`src/rtl/irq_entry_pkg.sv`:
```
package irq_entry_pkg;

   typedef enum logic [2:0] {
      ST_IDLE   = 3'd0,
      ST_VEC    = 3'd1,
      ST_FPC    = 3'd2,
      ST_FPSW   = 3'd3,
      ST_PSHPSW = 3'd4,
      ST_PSHPC  = 3'd5,
      ST_LOAD   = 3'd6
   } seq_st_t;

   localparam int PRIO_LSB = 5;
   localparam int PRIO_W   = 3;
   localparam int CODE_W   = 4;

endpackage

```
`src/rtl/irq_prio_map.sv`:
```
module irq_prio_map
   import irq_entry_pkg::*;
#(
   parameter int AW = 16
) (
   input  logic [CODE_W-1:0] code,
   output logic [PRIO_W-1:0] level,
   output logic [AW-1:0]     vec
);

   logic [7:0] v8;

   always_comb begin
      level = 3'd0;
      v8    = 8'h00;
      case (code)
         4'd0:  begin level = 3'd0; v8 = 8'h00; end
         4'd1:  begin level = 3'd4; v8 = 8'h38; end
         4'd2:  begin level = 3'd4; v8 = 8'h34; end
         4'd3:  begin level = 3'd4; v8 = 8'h30; end
         4'd4:  begin level = 3'd5; v8 = 8'h5C; end
         4'd5:  begin level = 3'd5; v8 = 8'h58; end
         4'd6:  begin level = 3'd5; v8 = 8'h54; end
         4'd7:  begin level = 3'd5; v8 = 8'h50; end
         4'd8:  begin level = 3'd6; v8 = 8'h4C; end
         4'd9:  begin level = 3'd6; v8 = 8'h48; end
         4'd10: begin level = 3'd6; v8 = 8'h44; end
         4'd11: begin level = 3'd6; v8 = 8'h40; end
         4'd12: begin level = 3'd7; v8 = 8'h6C; end
         4'd13: begin level = 3'd7; v8 = 8'h68; end
         4'd14: begin level = 3'd7; v8 = 8'h64; end
         default: begin level = 3'd7; v8 = 8'h60; end
      endcase
   end

   assign vec = AW'(v8);

endmodule

```
`src/rtl/irq_boot_vec.sv`:
```
module irq_boot_vec #(
   parameter int AW = 16
) (
   input  logic [2:0]    mode,
   output logic [AW-1:0] start
);

   logic [15:0] s16;

   always_comb begin
      case (mode)
         3'd0:    s16 = 16'hC000;
         3'd1:    s16 = 16'h8000;
         3'd2:    s16 = 16'h4000;
         3'd3:    s16 = 16'h2000;
         3'd4:    s16 = 16'h1000;
         3'd5:    s16 = 16'h0000;
         3'd6:    s16 = 16'hF600;
         default: s16 = 16'hF400;
      endcase
   end

   assign start = AW'(s16);

endmodule

```
`src/rtl/irq_seq_fsm.sv`:
```
module irq_seq_fsm
   import irq_entry_pkg::*;
#(
   parameter int AW     = 16,
   parameter int DW     = 16,
   parameter int PW     = 8,
   parameter bit OVR_EN = 1'b1
) (
   input  logic              clk,
   input  logic              rst_n,
   input  logic              go,
   input  logic [CODE_W-1:0] code_in,
   input  logic [AW-1:0]     tbl_vec,
   input  logic              vq_ack,
   input  logic              vq_use,
   input  logic [AW-1:0]     vq_vec,
   input  logic              mem_rdy,
   input  logic [DW-1:0]     mem_rdata,
   input  logic [AW-1:0]     cur_sp,
   input  logic [AW-1:0]     cur_pc,
   input  logic [PW-1:0]     cur_psw,
   output seq_st_t           st,
   output logic              mem_req,
   output logic              mem_we,
   output logic [AW-1:0]     mem_addr,
   output logic [DW-1:0]     mem_wdata,
   output logic              vq_req,
   output logic [CODE_W-1:0] vq_code,
   output logic [AW-1:0]     nxt_pc,
   output logic [PW-1:0]     nxt_psw,
   output logic              push_step,
   output logic              load_now
);

   localparam logic [AW-1:0] WORD_MASK = ~AW'(1);
   localparam logic [AW-1:0] QUAD_MASK = ~AW'(3);
   localparam logic [AW-1:0] STEP      = AW'(2);
   localparam seq_st_t       FIRST_ST  = OVR_EN ? ST_VEC : ST_FPC;

   seq_st_t             st_q, st_d;
   logic [AW-1:0]       vec_q, vec_d;
   logic [CODE_W-1:0]   code_q;
   logic [AW-1:0]       npc_q;
   logic [PW-1:0]       npsw_q;
   logic                xfer;
   logic                ask_done;
   logic [AW-1:0]       ask_vec;

   // Variant: external vector query present or absent
   generate
      if (OVR_EN) begin : g_query
         assign vq_req   = (st_q == ST_VEC);
         assign vq_code  = code_q;
         assign ask_done = vq_ack;
         assign ask_vec  = vq_use ? (vq_vec & QUAD_MASK) : vec_q;
      end else begin : g_noquery
         assign vq_req   = 1'b0;
         assign vq_code  = '0;
         assign ask_done = 1'b1;
         assign ask_vec  = vec_q;
      end
   endgenerate

   assign xfer = mem_req & mem_rdy;

   always_comb begin
      st_d  = st_q;
      vec_d = vec_q;
      unique case (st_q)
         ST_IDLE: begin
            if (go) begin
               st_d  = FIRST_ST;
               vec_d = tbl_vec & QUAD_MASK;
            end
         end
         ST_VEC: begin
            if (ask_done) begin
               st_d  = ST_FPC;
               vec_d = ask_vec;
            end
         end
         ST_FPC:    if (xfer) st_d = ST_FPSW;
         ST_FPSW:   if (xfer) st_d = ST_PSHPSW;
         ST_PSHPSW: if (xfer) st_d = ST_PSHPC;
         ST_PSHPC:  if (xfer) st_d = ST_LOAD;
         ST_LOAD:   st_d = ST_IDLE;
         default:   st_d = ST_IDLE;
      endcase
   end

   always_comb begin
      mem_req   = 1'b0;
      mem_we    = 1'b0;
      mem_addr  = '0;
      mem_wdata = '0;
      unique case (st_q)
         ST_FPC: begin
            mem_req  = 1'b1;
            mem_addr = vec_q & WORD_MASK;
         end
         ST_FPSW: begin
            mem_req  = 1'b1;
            mem_addr = (vec_q + STEP) & WORD_MASK;
         end
         ST_PSHPSW: begin
            mem_req   = 1'b1;
            mem_we    = 1'b1;
            mem_addr  = (cur_sp - STEP) & WORD_MASK;
            mem_wdata = DW'(cur_psw);
         end
         ST_PSHPC: begin
            mem_req   = 1'b1;
            mem_we    = 1'b1;
            mem_addr  = (cur_sp - STEP) & WORD_MASK;
            mem_wdata = DW'(cur_pc);
         end
         default: ;
      endcase
   end

   always_ff @(posedge clk) begin
      if (!rst_n) begin
         st_q   <= ST_IDLE;
         vec_q  <= '0;
         code_q <= '0;
         npc_q  <= '0;
         npsw_q <= '0;
      end else begin
         st_q  <= st_d;
         vec_q <= vec_d;
         if (st_q == ST_IDLE && go)
            code_q <= code_in;
         if (st_q == ST_FPC && xfer)
            npc_q <= AW'(mem_rdata);
         if (st_q == ST_FPSW && xfer)
            npsw_q <= mem_rdata[PW-1:0];
      end
   end

   assign st        = st_q;
   assign nxt_pc    = npc_q;
   assign nxt_psw   = npsw_q;
   assign push_step = xfer & mem_we;
   assign load_now  = (st_q == ST_LOAD);

endmodule

```
`src/rtl/irq_entry_seq.sv`:
```
module irq_entry_seq
   import irq_entry_pkg::*;
#(
   parameter int          AW         = 16,
   parameter int          DW         = 16,
   parameter int          PW         = 8,
   parameter bit          OVR_EN     = 1'b1,
   parameter int          ENTRY_COST = 114,
   parameter int          COST_W     = 8,
   parameter logic [15:0] SP_RESET   = 16'h00FE,
   parameter logic [7:0]  PSW_RESET  = 8'hE0
) (
   input  logic              clk,
   input  logic              rst_n,
   input  logic [2:0]        boot_mode,
   input  logic [CODE_W-1:0] irq_code,
   input  logic              wait_enter,
   input  logic              ld_en,
   input  logic [AW-1:0]     ld_pc,
   input  logic [AW-1:0]     ld_sp,
   input  logic [PW-1:0]     ld_psw,
   output logic              vq_req,
   output logic [CODE_W-1:0] vq_code,
   input  logic              vq_ack,
   input  logic              vq_use,
   input  logic [AW-1:0]     vq_vec,
   output logic              mem_req,
   output logic              mem_we,
   output logic [AW-1:0]     mem_addr,
   output logic [DW-1:0]     mem_wdata,
   input  logic [DW-1:0]     mem_rdata,
   input  logic              mem_rdy,
   output logic [AW-1:0]     pc_q,
   output logic [AW-1:0]     sp_q,
   output logic [PW-1:0]     psw_q,
   output logic              busy,
   output logic              done,
   output logic [COST_W-1:0] entry_cost,
   output logic              waiting
);

   localparam logic [AW-1:0] STEP = AW'(2);

   // Elaboration-time parameter checks
   generate
      if (AW < 16) begin : g_bad_aw
         $error("irq_entry_seq: AW must be at least 16");
      end
      if (DW < AW || DW < PW) begin : g_bad_dw
         $error("irq_entry_seq: DW must hold a pc and a status word");
      end
      if (PW < PRIO_LSB + PRIO_W) begin : g_bad_pw
         $error("irq_entry_seq: PW too narrow for the priority field");
      end
      if (ENTRY_COST >= (1 << COST_W)) begin : g_bad_cost
         $error("irq_entry_seq: ENTRY_COST does not fit COST_W");
      end
   endgenerate

   seq_st_t           st;
   logic [PRIO_W-1:0] req_level;
   logic [PRIO_W-1:0] cur_level;
   logic [AW-1:0]     tbl_vec;
   logic [AW-1:0]     boot_pc;
   logic [AW-1:0]     nxt_pc;
   logic [PW-1:0]     nxt_psw;
   logic              push_step;
   logic              load_now;
   logic              go;

   irq_prio_map #(.AW(AW)) u_map (
      .code  (irq_code),
      .level (req_level),
      .vec   (tbl_vec)
   );

   irq_boot_vec #(.AW(AW)) u_boot (
      .mode  (boot_mode),
      .start (boot_pc)
   );

   assign cur_level = psw_q[PRIO_LSB +: PRIO_W];
   assign go        = (st == ST_IDLE) && (req_level > cur_level);

   irq_seq_fsm #(
      .AW     (AW),
      .DW     (DW),
      .PW     (PW),
      .OVR_EN (OVR_EN)
   ) u_fsm (
      .clk       (clk),
      .rst_n     (rst_n),
      .go        (go),
      .code_in   (irq_code),
      .tbl_vec   (tbl_vec),
      .vq_ack    (vq_ack),
      .vq_use    (vq_use),
      .vq_vec    (vq_vec),
      .mem_rdy   (mem_rdy),
      .mem_rdata (mem_rdata),
      .cur_sp    (sp_q),
      .cur_pc    (pc_q),
      .cur_psw   (psw_q),
      .st        (st),
      .mem_req   (mem_req),
      .mem_we    (mem_we),
      .mem_addr  (mem_addr),
      .mem_wdata (mem_wdata),
      .vq_req    (vq_req),
      .vq_code   (vq_code),
      .nxt_pc    (nxt_pc),
      .nxt_psw   (nxt_psw),
      .push_step (push_step),
      .load_now  (load_now)
   );

   always_ff @(posedge clk) begin
      if (!rst_n) begin
         pc_q    <= boot_pc;
         sp_q    <= AW'(SP_RESET);
         psw_q   <= PW'(PSW_RESET);
         waiting <= 1'b0;
      end else begin
         if (load_now) begin
            pc_q  <= nxt_pc;
            psw_q <= nxt_psw;
         end else if (push_step) begin
            sp_q <= sp_q - STEP;
         end else if (ld_en && st == ST_IDLE) begin
            pc_q  <= ld_pc;
            sp_q  <= ld_sp;
            psw_q <= ld_psw;
         end
         if (load_now)
            waiting <= 1'b0;
         else if (wait_enter)
            waiting <= 1'b1;
      end
   end

   assign busy       = (st != ST_IDLE);
   assign done       = load_now;
   assign entry_cost = COST_W'(ENTRY_COST);

endmodule

```
`config.mk`:
```
export PLATFORM = sky130hd
export DESIGN_NAME = irq_entry_seq
export DESIGN_NICKNAME = d
export VERILOG_FILES = /design/src/rtl/irq_entry_pkg.sv /design/src/rtl/irq_prio_map.sv /design/src/rtl/irq_boot_vec.sv /design/src/rtl/irq_seq_fsm.sv /design/src/rtl/irq_entry_seq.sv
export SDC_FILE = /design/constraint.sdc
export NUM_CORES = 1
export LEC_CHECK = 0
export ABC_CLOCK_PERIOD_IN_PS = 2400
export BUFFER_PORTS_ARGS = -buffer_cell sky130_fd_sc_hd__buf_2
export CAP_MARGIN = 30
export CORE_ASPECT_RATIO = 1.2
export CORE_MARGIN = 1
export CORE_UTILIZATION = 40
export DETAILED_ROUTE_END_ITERATION = 10
export MAX_ROUTING_LAYER = met4
export PLACE_DENSITY = 0.67
export SYNTH_ARGS = -nofsm -noshare
export SYNTH_HDL_FRONTEND = slang
export SYNTH_SLANG_ARGS = --single-unit
```
`constraint.sdc`:
```
create_clock -name clk -period 2.4 [get_ports clk]
set_input_delay 0 -clock clk [delete_from_list [all_inputs] [get_ports clk]]
set_output_delay 0 -clock clk [all_outputs]
set_load 0.02 [all_outputs]
```
==> out/qor.yml <==
placedCellCount: 869
cellLeakagePower_nw: 2.764
hold_viol_final: 0
cts_buffers: 9
syn_area_per_cell_um2: 7.977
finalSetupViolCount: 0
crit_chain: "inv_1 -> ha_2 -> or3b_4 -> or3_1 -> xor2_1 -> o21ai_1 -> buf_2"
start_kind: "flip-flop"
track_usage_pct: 24.50
synth-edff-count: 16
synth_area_leaders: "dfxtp_1, nand2_1, edfxtp_1, a21oi_1, mux2i_1"
via_count: 4895
yosysMostFrequentCell: "nand2_1"
yosys.area.top_type_share_pct: 30.29
clock_latency_ps: 340
slew_headroom_pct: 50.49
criticalPathCategory: "reg -> out"
synthCells: 580
async_flop_share_pct: 0
yosysSeqAreaShare_pct: 40.67
multi_input_area_um2: 2457
cts.sinks: 86
final_util_pct: 56.96
synth_area_leader_cell: "dfxtp_1"
max_slew.worst_pin.slew_ps: 742.6
gp_congestion: 0.8813
cts.path.max_buffers: 2
fin_skew_ps: 8.696
slew_violations: 0
ys.flop_type: "dfxtp_1"
cts.htree.levels: 3
postCtsSetupBuffers: 0
hold_depth: 3
slowest_delay_ps: 450
cp.arrival_ps: 2280
fin_crit_sh_pct: 94.88
first_global_vias: 4718
cp.depth: 7
crit_family: "simple AND/OR/NAND/NOR gates"
ant_nets: 0
cts.clk_slew.worst_paths_ps: 60
path_buf_inv: 2
max_clock_freq_ghz: 0.4392
coreArea_um2: 11140
drv_cap: 0
grt_pass1_wl_mm: 22.64
rows: 42
antenna_cells: 0
grt_max_degree: 46
rr_worst_depth: 7
power_density_nw_per_um2: 784.2
drt-initial-drc-count: 230
synthTopCellsByCount: "nand2_1, dfxtp_1, a21oi_1, nand3_1, nor2_1"
critPathSlowestCell: "or3b_4"
worst-r2r-setup-slack_ps: 420
critPathCaptureType: "output port"
root_buffer: "clkbuf_16"
grt_overflow: 0
layoutNonFillerInstCount: 936
cts_tree: "yes"
wire_per_inst_um: 15.14
cp_data_required_time_ps: 2400
dp_hpwl_mm: 9.818
drcViolationCount: 0
yosys_warnings: 0
io_buffer_count: 164
drt-total-wl_mm: 14.17
area_delta_synth_final_pct: 37.16
drive_gt1_share_pct: 27.24
fill_cells: 1066
io_pins: 176
syn_area_um2: 4627
ys_types: 62
die_area_um2: 12000
drtPass1Iterations: 6
vdd_drop_max_uv: 432.7
hp-class: "in -> reg"
rsz0062_at_grt: "no"
seq_area_um2: 1882
initial_core_util_pct: 41.53
timing.final.crit_period_ps: 2277
fp.dieW_um: 100.2
drt-vias-per-instance: 5.230
final.setup.tns_ps: 0
cp_max_fo: 8
die_h_um: 119.8
ys_ff_latch: 86
status: "finished clean"
layout.nets: 867
antenna_found_initial: 0
## logic make-up after synthesis
| group | after synthesis | share of synthesized area (%) |
|---|---|---|
| simple gates | 247 | 25.80 |
| xor+xnor | 13 | 2.461 |
| buf+inv | 64 | 7.031 |
| mux | 24 | 5.246 |
| other cells | 2 | 0.1623 |
| flops | 86 | 40.67 |
| compound gates | 140 | 17.55 |
| fa+ha+maj | 4 | 1.082 |
## what timing repair did
action                                  in CTS  in global routing
resized for setup                            1                  2
endpoints found under the setup margin       1                  5
hold endpoints to repair                    60                  0
pin swaps                                    1                  0
hold buffers                                51                  0
## layer usage
metal / vias up / GRT usage, % / part of all wire (%)
li1: 2408 / - / -
met5: - / - / 0
met1: 2272 / 28.88 / 42
met4: 0 / 7.337 / 1.4
met2: 195 / 42.59 / 50
met3: 20 / 3.960 / 6.1
## through the flow
step           cell area [um2]  hold slack, ps  setup slack, ps  power, mW
3_3_place_gp              5517           245.5            311.1      3.399
5_1_grt                   6346           29.54            22.14      5.234
3_5_place_dp              5517           249.4            261.5      3.435
2_1_floorplan             4653           112.5            383.0      2.938
4_1_cts                   6344           10.24            106.5      4.995
6_report                  6346           16.18            122.9      4.976
## final timing paths
path / startpoint / to
max: sp_q[1] / mem_addr[7]
min: ld_sp[5] / sp_q[5]
max reg2reg: psw_q[7] / u_fsm.vec_q[14]
min reg2reg: u_fsm.nxt_pc[9] / u_fsm.nxt_pc[9]
## state kept, by name, summed over array words and instances, names as in the netlist
| register | flops |
|---|---|
| u_fsm.vec_q | 14 |
| u_fsm.nxt_pc | 16 |
| waiting | 1 |
| psw_q | 8 |
| u_fsm.nxt_psw | 8 |
| pc_q | 16 |
| u_fsm.st | 3 |
| u_fsm.vq_code | 4 |
| sp_q | 16 |
## worst register-to-register path, delay by kind of cell, from the launching register on
family | cells | cell delay, ps
flip-flops | 1 | 380
multiplexers | 1 | 230
AND/OR/NAND/NOR | 1 | 200
buffers and inverters | 2 | 330
AO/OA/AOI/OAI | 2 | 450
adder cells (fa/ha/maj) | 1 | 330
## area by class of cell
cell class	instances	share of cell area, %
Clock buffer	10	3.608
Clock inverter	6	1.341
Inverter	11	0.6506
Multi-Input combinational cell	437	38.72
Sequential cell	86	29.65
Tap cell	154	3.036
Timing Repair Buffer	232	22.99
## power breakdown
group / internal, mW / total [mW] / switching [mW]
Clock: 0.912 / 1.50 / 0.586
Sequential: 1.69 / 1.88 / 0.196
Combinational: 0.630 / 1.60 / 0.966
Total: 3.23 / 4.98 / 1.75
## cell usage in the layout, fill, tap and decap left out, types with 11 or more instances in the layout
cell           netlist  routed
o21ai_1             10      11
dfxtp_1             70      70
a21oi_1             62      62
dlygate4sd3_1        0      51
edfxtp_1            16      16
nor2_1              28      28
nand2_1            129     129
and3_1              11      11
nand3_1             29      29
o21ai_0             23      22
buf_4               10      17
mux2i_1             22      22
buf_2               14     164
a31oi_1             11      11
(Power assumes the default switching activity.)
